**src/rtl/rxw_pkg.sv**
```systemverilog
package rxw_pkg;

    typedef enum logic {
        WAKE_IDLE = 1'b0,
        WAKE_ADDR = 1'b1
    } wake_mode_e;

    typedef enum logic {
        IDLE_FROM_START = 1'b0,
        IDLE_FROM_STOP  = 1'b1
    } idle_start_e;

    // Bit times in one full character: start + data + stop (+ ninth bit).
    function automatic int idle_len(input int data_w, input logic ninth);
        return ninth ? data_w + 3 : data_w + 2;
    endfunction

endpackage

```
**src/rtl/rxw_idle_track.sv**
```systemverilog
module rxw_idle_track
    import rxw_pkg::*;
#(
    parameter int DATA_W = 8
) (
    input  logic clk,
    input  logic rst_n,
    input  logic bit_tick,
    input  logic rx_line,
    input  logic start_seen,
    input  logic stop_seen,
    input  logic ninth_mode,
    input  logic idle_from_stop,
    output logic idle_hit,
    output logic idle_det
);
    localparam int CW = $clog2(DATA_W + 4);

    typedef struct packed {
        logic [CW-1:0] cnt;
        logic          en;
        logic          zero_seen;
        logic          det;
    } trk_t;

    trk_t q, d;
    logic [CW-1:0] target;
    logic          from_stop;

    always_comb begin
        target    = CW'(idle_len(DATA_W, ninth_mode));
        from_stop = (idle_start_e'(idle_from_stop) == IDLE_FROM_STOP);
        d         = q;
        d.det     = 1'b0;
        idle_hit  = 1'b0;
        if (bit_tick) begin
            if (start_seen) begin
                d.cnt = '0;
                d.en  = !from_stop;
                if (!rx_line) d.zero_seen = 1'b1;
            end else if (stop_seen && from_stop) begin
                d.cnt = '0;
                d.en  = 1'b1;
                if (!rx_line) d.zero_seen = 1'b1;
            end else if (!rx_line) begin
                d.cnt       = '0;
                d.zero_seen = 1'b1;
            end else if (q.en && (q.cnt < target)) begin
                d.cnt = q.cnt + 1'b1;
                if ((d.cnt == target) && q.zero_seen) begin
                    idle_hit    = 1'b1;
                    d.zero_seen = 1'b0;
                end
            end
        end
        d.det = idle_hit;
    end

    always_ff @(posedge clk or negedge rst_n) begin
        if (!rst_n) begin
            q.cnt       <= '0;
            q.en        <= 1'b1;
            q.zero_seen <= 1'b0;
            q.det       <= 1'b0;
        end else begin
            q <= d;
        end
    end

    assign idle_det = q.det;

endmodule

```
**src/rtl/rxw_wake_ctrl.sv**
```systemverilog
module rxw_wake_ctrl
    import rxw_pkg::*;
#(
    parameter int DATA_W = 8
) (
    input  logic            clk,
    input  logic            rst_n,
    input  logic            bit_tick,
    input  logic            stop_seen,
    input  logic [DATA_W:0] rx_char,
    input  logic            ninth_mode,
    input  logic            wake_sel,
    input  logic            sleep_req,
    input  logic            idle_hit,
    output logic            asleep,
    output logic            wake_pulse,
    output logic            rx_accept
);
    typedef struct packed {
        logic asleep;
        logic wake;
        logic accept;
    } wk_t;

    wk_t  q, d;
    logic msb;
    logic stop_ev;
    logic addr_mode;
    logic addr_wake;
    logic line_wake;

    always_comb begin
        msb       = ninth_mode ? rx_char[DATA_W] : rx_char[DATA_W-1];
        stop_ev   = bit_tick && stop_seen;
        addr_mode = (wake_mode_e'(wake_sel) == WAKE_ADDR);
        addr_wake = q.asleep && addr_mode && stop_ev && msb;
        line_wake = q.asleep && !addr_mode && idle_hit;
        d         = q;
        d.wake    = addr_wake || line_wake;
        d.accept  = stop_ev && (!q.asleep || addr_wake);
        if (d.wake) begin
            d.asleep = 1'b0;
        end else if (sleep_req) begin
            d.asleep = 1'b1;
        end
    end

    always_ff @(posedge clk or negedge rst_n) begin
        if (!rst_n) begin
            q <= '0;
        end else begin
            q <= d;
        end
    end

    assign asleep     = q.asleep;
    assign wake_pulse = q.wake;
    assign rx_accept  = q.accept;

endmodule

```
**src/rtl/rx_wake_idle_det.sv**
```systemverilog
module rx_wake_idle_det #(
    parameter int DATA_W = 8
) (
    input  logic            clk,
    input  logic            rst_n,
    input  logic            bit_tick,
    input  logic            rx_line,
    input  logic            start_seen,
    input  logic            stop_seen,
    input  logic [DATA_W:0] rx_char,
    input  logic            ninth_mode,
    input  logic            wake_sel,
    input  logic            idle_from_stop,
    input  logic            sleep_req,
    output logic            asleep,
    output logic            wake_pulse,
    output logic            idle_det,
    output logic            rx_accept
);
    logic idle_hit;

    rxw_idle_track #(.DATA_W(DATA_W)) u_idle (
        .clk            (clk),
        .rst_n          (rst_n),
        .bit_tick       (bit_tick),
        .rx_line        (rx_line),
        .start_seen     (start_seen),
        .stop_seen      (stop_seen),
        .ninth_mode     (ninth_mode),
        .idle_from_stop (idle_from_stop),
        .idle_hit       (idle_hit),
        .idle_det       (idle_det)
    );

    rxw_wake_ctrl #(.DATA_W(DATA_W)) u_wake (
        .clk        (clk),
        .rst_n      (rst_n),
        .bit_tick   (bit_tick),
        .stop_seen  (stop_seen),
        .rx_char    (rx_char),
        .ninth_mode (ninth_mode),
        .wake_sel   (wake_sel),
        .sleep_req  (sleep_req),
        .idle_hit   (idle_hit),
        .asleep     (asleep),
        .wake_pulse (wake_pulse),
        .rx_accept  (rx_accept)
    );

endmodule

```
**config.mk**
```make
export PLATFORM = sky130hd
export DESIGN_NAME = rx_wake_idle_det
export DESIGN_NICKNAME = d
export VERILOG_FILES = /design/src/rtl/rxw_pkg.sv /design/src/rtl/rxw_idle_track.sv /design/src/rtl/rxw_wake_ctrl.sv /design/src/rtl/rx_wake_idle_det.sv
export SDC_FILE = /design/constraint.sdc
export NUM_CORES = 1
export LEC_CHECK = 0
export ABC_AREA = 0
export BUFFER_PORTS_ARGS = -buffer_cell sky130_fd_sc_hd__buf_2
export CAP_MARGIN = 25
export CORE_AREA = 2 2 39 41
export DETAILED_ROUTE_END_ITERATION = 10
export DIE_AREA = 0 0 41 43
export PLACE_DENSITY_LB_ADDON = 0.3
export SLEW_MARGIN = 30
export SYNTH_ARGS = -nofsm -noshare
export SYNTH_HDL_FRONTEND = slang
export SYNTH_HIERARCHICAL = 1
export SYNTH_SLANG_ARGS = --single-unit
export TNS_END_PERCENT = 1
```
**constraint.sdc**
```tcl
create_clock -name clk -period 2.07 [get_ports clk]
set_clock_uncertainty 0.2 [all_clocks]
set_input_delay 0.207 -clock clk [delete_from_list [all_inputs] [get_ports clk]]
set_output_delay 0.207 -clock clk [all_outputs]
set_load 0.01 [all_outputs]
```
==> impl_metrics.py, run 1 <==
metrics = {
    "status": {
        "status": "finished, final reports clean",
    },
    "timing": {
        "hold_violations": 0,
        "fin_ws_ns": 0.106,
        "worstMarginPinSlew_ns": 0.312,
        "finalHoldWorstSlack_ns": 0.0192,
        "finalCritPeriodShare": 0.949,
        "fmax_ghz": 0.509,
        "finalMaxSlewViolations": 0,
        "final-setup-viol-count": 0,
        "fin_crit_ns": 1.96,
        "slew-limit-headroom": 0.792,
    },
    "floorplanning": {
        "die_h_um": 43,
        "rows": 14,
        "die_area_um2": 1760,
        "start_util": 0.391,
        "ios": 23,
        "core_area_um2": 1380,
        "die_x_um": 41,
    },
    "min_path": {
        "whs_endpoint": "u_wake/rx_accept$_DFF_PN0_",
        "hp-class": "input pin to flop",
        "hold_depth": 3,
        "hp-start": "wake_sel",
    },
    "pwr": {
        "ir_drop_v": 0.000333,
        "p_comb_frac": 0.132,
        "p_sw_mw": 0.110,
        "sw_frac_of_total": 0.245,
        "seqPwrFrac": 0.473,
        "clkPwrFrac": 0.395,
        "power_density_nw_per_um2": 633,
        "p_int_mw": 0.339,
        "p_leak_nw": 0.360,
    },
    "layout": {
        "final_common_cell": "buf_2",
        "stdcell_area_um2": 709,
        "fillers": 116,
        "final_cell_mix": "15 x buf_2, 8 x dfrtp_1, 5 x nand2_1, 5 x a21oi_1",
        "utilization": 0.513,
        "n_antenna_cell": 0,
        "fin_nets": 101,
        "layout-drive-gt1-share": 0.329,
        "syn_to_final_growth_pct": 31.3,
        "stdcell_count": 95,
        "multi_input_area_um2": 273,
        "seqCellArea_um2": 253,
    },
    "worst_setup_path": {
        "r2r_slack_ns": 0.15,
        "crit_start": "start_seen",
        "worstSetupStartpointType": "input pin",
        "worstPathCellList": "dlygate4sd3_1, buf_2, a21oi_1, inv_1, a21oi_1, a31oi_1, dlygate4sd3_1",
        "critPathKind": "input pin to flop",
        "crit_fanout": 4,
        "worst-path-buf-inv": 4,
        "crit_arrival_ns": 1.96,
        "crit_slowest_cell": "dlygate4sd3_1",
        "slowest_delay_ns": 0.56,
        "critical_path.top_delay_family": "buffers and inverters",
        "worstSetupEndpointType": "flop",
        "rr_worst_depth": 7,
        "reg2reg_from": "u_idle/q[3]$_DFFE_PN0P_",
        "critPathRequiredTime_ns": 2.06,
        "r2r-end": "u_wake/asleep$_DFFE_PN0P_",
    },
    "clocking": {
        "cts_max_path_buffers": 2,
        "tritoncts": "built",
        "insertion_delay_ns": 0.26,
        "numCtsBuffers": 3,
        "root_buffer": "clkbuf_4",
        "cts.sinks": 10,
        "path_clk_slew_ns": 0.07,
        "htreeDepth": 1,
    },
    "placed_design": {
        "place_congestion": 0.876,
        "place_hpwl_um": 803,
        "portBuffers": 15,
        "place_area_um2": 632,
        "post-place-ws_ns": 0.162,
        "place_inst": 87,
    },
    "yosys": {
        "yosysWarnings": 6,
        "synth_top_area_frac": 0.417,
        "yosys-top-cells-area": "dfrtp_1 42%, dfstp_2 4.9%, a21oi_1 4.6%",
        "syn_avg_cell_area_um2": 9.48,
        "ys_seq_area_frac": 0.465,
        "synth-seq-cells": 10,
        "syn_area_um2": 541,
        "synth_nets": 78,
        "synthesis.instances": 57,
        "synth_top_cell_by_area": "dfrtp_1",
        "yosysUniqueCellTypes": 24,
    },
    "drt": {
        "drtIter0Drc": 20,
        "drt.antenna.violating_nets": 0,
        "viasPerCell": 5.12,
        "drc": 0,
        "first_pass_iters": 5,
        "drt-total-wl_um": 1110,
        "wl_per_cell_um": 11.7,
        "route.vias.total": 486,
    },
    "flow_run": {
        "cap_violations": 0,
    },
    "global_route": {
        "overflow": 0,
        "grt_pass1_wl_um": 1780,
        "first_global_vias": 439,
        "track_usage": 0.157,
        "grt_max_degree": 13,
        "antenna_found_initial": 0,
    },
}
[power groups by stage]
stage | sequential, mW | clock, mW | combinational (mW)
5_1_grt | 0.213 | 0.200 | 0.0664
6_report | 0.212 | 0.177 | 0.0594
2_1_floorplan | 0.215 | 0 | 0.0266
4_1_cts | 0.212 | 0.184 | 0.0594
3_3_place_gp | 0.215 | 0 | 0.0519
3_5_place_dp | 0.215 | 0 | 0.0523
[how the worst max path moves through the flow]
stage | endpoint | slack [ns] | cells past startpoint
after global placement | u_wake/asleep$_DFFE_PN0P_ | 0.15 | 7
after detailed placement | u_wake/asleep$_DFFE_PN0P_ | 0.16 | 7
after CTS | u_idle/q[2]$_DFFE_PN1P_ | 0.14 | 7
after floorplan | u_wake/asleep$_DFFE_PN0P_ | 0.33 | 7
final | u_idle/q[2]$_DFFE_PN1P_ | 0.11 | 7
after global routing | u_wake/asleep$_DFFE_PN0P_ | -0.001 | 7
[metal layers]
layer	share of wire	vias to the layer above	routed length, µm	track usage
met5	0	-	0	0
met4	0.015	0	17	0.100
met3	0.054	2	60	0.0314
met2	0.50	16	555	0.228
met1	0.43	215	481	0.202
li1	-	253	-	-
[worst reg2reg max path, cell delays in order, from the launching register on]
cell and delay [ns]:
dfrtp_2 0.44, ha_2 0.22, xor2_1 0.16, nor4b_2 0.31, and3_1 0.22, nand3b_1 0.10, o21ai_0 0.09, nor2_1 0.07
[layout make-up]
class,count,share of cell area
multi-input combinational,42,0.384
sequential,10,0.356
timing repair buffer,19,0.159
clock buffer,4,0.0511
tap,16,0.0282
inverter,4,0.0212
[timing repair]
| action | 4_1_cts | 5_1_grt |
|---|---|---|
| buffers inserted | 0 | 1 |
| gates resized for setup | 0 | 2 |
| endpoints found under the setup margin | 0 | 1 |
| hold buffers | 3 | 0 |
| endpoints found under the hold margin | 11 | 0 |
[synth_stat cells, drive strengths merged]
cell type and count:
dfrtp 9, a21oi 5, nand2 5, nand3 5, inv 4, nor2 4, o21ai 3, a21o 2
and3 2, ha 2, nand3b 2, nor3 2, nor4b 2, xor2 2, a211o 1, a2bb2oi 1
a31oi 1, clkbuf 1, dfstp 1, mux2i 1, nand4 1, o22ai 1
[stage by stage]
step | total power, mW | setup TNS [ns]
6_report | 0.449 | 0
5_1_grt | 0.480 | -0.000981
4_1_cts | 0.456 | 0
3_5_place_dp | 0.267 | 0
3_3_place_gp | 0.267 | 0
2_1_floorplan | 0.242 | 0
[registers in the layout, summed over array words and instances, names as in the netlist]
signal,count
u_idle/q,6
u_idle/idle_det,1
u_wake/asleep,1
u_wake/rx_accept,1
u_wake/wake_pulse,1
[kinds of logic after synthesis]
| logic type | share of synthesized area |
|---|---|
| compound gates | 0.160 |
| buf+inv | 0.0347 |
| simple gates | 0.243 |
| xor+xnor | 0.0324 |
| fa+ha+maj | 0.0463 |
| flops | 0.465 |
| mux | 0.0185 |
No activity file was read; power rests on OpenSTA's default activity.
==> inputs of run 2 (changes only) <==
- RECOVER_POWER: not set -> 100
==> impl_metrics.py, run 2 (same netlist as run 1, synthesis figures left out) <==
metrics = {
    "status": {
        "status": "finished, final reports clean",
    },
    "clocking": {
        "numCtsBuffers": 3,
        "cts.sinks": 10,
        "htreeDepth": 1,
        "root_buffer": "clkbuf_4",
        "insertion_delay_ns": 0.26,
        "path_clk_slew_ns": 0.08,
        "tritoncts": "built",
        "cts_max_path_buffers": 2,
    },
    "min_path": {
        "hp-class": "input pin to flop",
    },
    "global_route": {
        "antenna_found_initial": 0,
        "grt_pass1_wl_um": 1780,
        "overflow": 0,
        "grt_max_degree": 13,
        "track_usage": 0.157,
        "first_global_vias": 439,
    },
    "floorplanning": {
        "rows": 14,
        "start_util": 0.391,
        "die_area_um2": 1760,
        "core_area_um2": 1380,
        "die_x_um": 41,
        "die_h_um": 43,
        "ios": 23,
    },
    "layout": {
        "layout-drive-gt1-share": 0.253,
        "n_antenna_cell": 0,
        "stdcell_count": 95,
        "utilization": 0.507,
        "regMostFlops": "u_idle/q",
        "final_cell_mix": "9 x buf_2, 8 x dfrtp_1, 6 x clkbuf_1",
        "fin_nets": 101,
        "stdcell_area_um2": 702,
        "largest_reg_flops": 6,
        "syn_to_final_growth_pct": 29.9,
        "final_common_cell": "buf_2",
    },
    "timing": {
        "slew-limit-headroom": 0.638,
        "finalCritPeriodShare": 0.943,
        "finalMaxSlewViolations": 0,
        "fmax_ghz": 0.512,
        "final-setup-viol-count": 0,
        "fin_crit_ns": 1.95,
        "hold_violations": 0,
        "worstMarginPinSlew_ns": 0.543,
    },
    "worst_setup_path": {
        "worstSetupEndpointType": "flop",
        "crit_slowest_cell": "dlygate4sd3_1",
        "worstSetupStartpointType": "input pin",
        "crit_fanout": 4,
        "worstPathCellList": "dlygate4sd3_1, clkbuf_1, a21oi_1, inv_1, a21oi_1, a31oi_1, dlygate4sd3_1",
        "critical_path.top_delay_family": "buffers and inverters",
        "critPathRequiredTime_ns": 2.07,
        "worst-path-buf-inv": 4,
        "critPathKind": "input pin to flop",
        "slowest_delay_ns": 0.56,
        "crit_arrival_ns": 1.95,
    },
    "drt": {
        "drt-total-wl_um": 1150,
        "drc": 0,
        "route.vias.total": 496,
        "first_pass_iters": 6,
        "drtIter0Drc": 20,
        "wl_per_cell_um": 12.1,
        "drt.antenna.violating_nets": 0,
        "viasPerCell": 5.22,
    },
    "placed_design": {
        "portBuffers": 15,
        "place_congestion": 0.876,
        "place_hpwl_um": 803,
        "place_area_um2": 632,
        "place_inst": 87,
    },
    "pwr": {
        "power_density_nw_per_um2": 640,
        "ir_drop_v": 0.000334,
        "p_leak_nw": 0.341,
    },
    "flow_run": {
        "cap_violations": 0,
    },
}
## run 2: changes by cell type in the layout (fill, tap and decap cells not counted)
| cell | change |
|---|---|
| clkbuf_1 | +6 |
| buf_2 | -6 |
## run 2: tightest hold or removal path: stages
cell and delay [ns]:
buf_2 0.11, nand3_1 0.06, o22ai_1 0.07
## run 2: per-layer routing
layer	track usage	vias up	share of wire
met3	0.0314	4	0.060
met1	0.202	217	0.42
met4	0.100	0	0.020
li1	-	253	-
met2	0.228	22	0.49
met5	0	-	0
## run 2: path summary, 6_finish.rpt
check,from,end,slack [ns],cells after the start
max,start_seen,u_idle/q[2]$_DFFE_PN1P_,0.12,7
min,wake_sel,u_wake/rx_accept$_DFF_PN0_,0.02,3
max reg2reg,u_idle/q[3]$_DFFE_PN0P_,u_wake/asleep$_DFFE_PN0P_,0.15,7
min reg2reg,u_idle/q[1]$_DFFE_PN0P_,u_idle/q[1]$_DFFE_PN0P_,0.33,2
max in group asynchronous,rst_n,u_idle/q[3]$_DFFE_PN0P_,1.03,2
min in group asynchronous,rst_n,u_wake/asleep$_DFFE_PN0P_,0.24,2
## run 2: metrics by stage
stage,setup TNS [ns],total power [mW],worst slack (ns),hold WS [ns]
3_3_place_gp,0,0.267,0.151,-0.122
3_5_place_dp,0,0.267,0.162,-0.122
4_1_cts,0,0.456,0.140,0.00555
2_1_floorplan,0,0.242,0.327,-0.289
5_1_grt,-0.00113,0.479,-0.00113,0.0297
6_report,0,0.449,0.117,0.0178
## run 2: final cells by class
class	instances	area, µm²
sequential	10	253
tap	16	20.0
inverter	4	15.0
multi-input combinational	42	273
timing repair buffer	19	105
clock buffer	4	36.3
fill	116	682
## run 2: power by group
part / switching (mW) / internal, mW / total (mW) / leakage, nW
logic: 0.0325 / 0.0262 / 0.0586 / 0.196
registers: 0.00782 / 0.205 / 0.213 / 0.124
clock network: 0.0714 / 0.107 / 0.178 / 0.0210
## run 2: repair_timing
item,CTS,global route
hold buffers,3,0
hold endpoints to repair,11,0
buffers inserted,0,1
setup endpoints to repair,0,1
gates resized for setup,0,2
==> inputs of run 3 (changes only) <==
- BUFFER_PORTS_ARGS: -buffer_cell sky130_fd_sc_hd__buf_2 -> not set
- DONT_BUFFER_PORTS: not set -> 1
==> impl_metrics.py, run 3 (same netlist as run 1, synthesis figures left out) <==
metrics = {
    "drt": {
        "drt.antenna.violating_nets": 0,
        "route.vias.total": 503,
        "viasPerCell": 5.65,
        "drt-total-wl_um": 1250,
        "drc": 0,
        "drtIter0Drc": 18,
        "wl_per_cell_um": 14.0,
        "first_pass_iters": 4,
    },
    "worst_setup_path": {
        "worstPathCellList": "ha_2, xor2_1, nor4b_2, and3_1, nand3b_1, o21ai_0, nor2_1",
        "worstSetupEndpointType": "flop",
        "critPathKind": "flop to flop",
        "slowest_delay_ns": 0.43,
        "critPathRequiredTime_ns": 2.03,
        "crit_fanout": 5,
        "crit_slowest_cell": "dfrtp_1",
        "critical_path.top_delay_family": "simple AND/OR/NAND/NOR gates",
        "worst-path-buf-inv": 0,
        "crit_arrival_ns": 1.93,
        "worstSetupStartpointType": "flop",
    },
    "timing": {
        "fmax_ghz": 0.508,
        "fin_ws_ns": 0.103,
        "fin_crit_ns": 1.97,
        "worstMarginPinSlew_ns": 0.454,
        "final-setup-viol-count": 0,
        "finalMaxSlewViolations": 0,
        "hold_violations": 0,
        "slew-limit-headroom": 0.696,
        "finalCritPeriodShare": 0.950,
        "fin_setup_tns_ns": 0,
    },
    "placed_design": {
        "portBuffers": 0,
        "place_congestion": 0.818,
        "post-place-ws_ns": 0.120,
        "place_inst": 72,
        "place_hpwl_um": 794,
    },
    "layout": {
        "syn_to_final_growth_pct": 31.0,
        "fin_nets": 95,
        "stdcell_count": 89,
        "n_antenna_cell": 0,
        "largest_reg_flops": 6,
        "final_common_cell": "dlygate4sd3_1",
        "regMostFlops": "u_idle/q",
        "fillers": 123,
        "final_cell_mix": "10 x dlygate4sd3_1, 9 x dfrtp_1, 5 x nand2_1, 5 x a21oi_1",
        "layout-drive-gt1-share": 0.137,
    },
    "floorplanning": {
        "start_util": 0.391,
        "die_area_um2": 1760,
        "die_h_um": 43,
        "ios": 23,
        "die_x_um": 41,
        "core_area_um2": 1380,
        "rows": 14,
    },
    "min_path": {
        "hp-class": "input pin to flop",
    },
    "clocking": {
        "tritoncts": "built",
        "root_buffer": "clkbuf_4",
        "cts.sinks": 10,
        "numCtsBuffers": 3,
        "insertion_delay_ns": 0.27,
        "cts_max_path_buffers": 2,
        "htreeDepth": 1,
        "path_clk_slew_ns": 0.07,
    },
    "flow_run": {
        "cap_violations": 0,
    },
    "global_route": {
        "track_usage": 0.176,
        "grt_pass1_wl_um": 2030,
        "antenna_found_initial": 0,
        "grt_max_degree": 11,
        "first_global_vias": 480,
        "overflow": 0,
    },
    "pwr": {
        "p_leak_nw": 0.338,
        "ir_drop_v": 0.000485,
        "total_power_mw": 0.409,
        "power_density_nw_per_um2": 578,
    },
    "status": {
        "status": "finished, final reports clean",
    },
}
## run 3: routing by layer
| layer | vias up | global-route usage | wire, µm |
|---|---|---|---|
| met3 | 4 | 0.0314 | 55 |
| met1 | 249 | 0.231 | 538 |
| met5 | - | 0 | 0 |
| li1 | 238 | - | - |
| met2 | 12 | 0.247 | 622 |
| met4 | 0 | 0.127 | 29 |
## run 3: path summary, 6_finish.rpt
kind / slack (ns) / cells past startpoint / endpoint / start
setup reg to reg: 0.10 / 7 / u_wake/asleep$_DFFE_PN0P_ / u_idle/q[3]$_DFFE_PN0P_
max in group asynchronous: 1.21 / 1 / u_idle/q[2]$_DFFE_PN1P_ / rst_n
min in group asynchronous: 0.12 / 1 / u_wake/asleep$_DFFE_PN0P_ / rst_n
hold / removal: 0.02 / 3 / u_wake/asleep$_DFFE_PN0P_ / rx_char[7]
hold reg to reg: 0.34 / 2 / u_idle/q[1]$_DFFE_PN0P_ / u_idle/q[1]$_DFFE_PN0P_
setup / recovery: 0.10 / 7 / u_wake/asleep$_DFFE_PN0P_ / u_idle/q[3]$_DFFE_PN0P_
## run 3: stage by stage
step / area (µm²) / hold WS [ns] / utilization
after detailed placement: 557 / -0.288 / 0.402
after floorplan: 541 / -0.289 / -
after global routing: 708 / 0.0438 / 0.512
final: 708 / 0.0238 / 0.512
after CTS: 683 / 0.0212 / 0.494
after global placement: 557 / -0.288 / 0.402
## run 3: power breakdown
part	leakage [nW]	switching, mW	total [mW]	internal, mW
Clock	0.0150	0.0675	0.142	0.0745
Combinational	0.198	0.0267	0.0547	0.0280
Sequential	0.125	0.00907	0.213	0.204
Total	0.338	0.103	0.409	0.306
## run 3: final cells by class
cell class / count / area, µm² / area share
Multi-Input combinational cell: 42 / 273 / 0.385
Inverter: 4 / 15.0 / 0.0212
Tap cell: 16 / 20.0 / 0.0283
Clock buffer: 4 / 26.3 / 0.0371
Timing Repair Buffer: 13 / 123 / 0.173
Sequential cell: 10 / 251 / 0.355
## run 3: worst register-to-register path: cells and delay by family (launching register included)
kind / cells / cell delay (ns)
flops: 1 / 0.43
simple gates: 4 / 0.72
fa+ha+maj: 1 / 0.23
compound gates: 1 / 0.11
xor+xnor: 1 / 0.17
## run 3: timing repair
item                       CTS  global route
hold buffers                10             0
gates resized for setup      0             1
hold endpoints to repair    19             0
setup endpoints to repair    0             1
buffers inserted             0             3
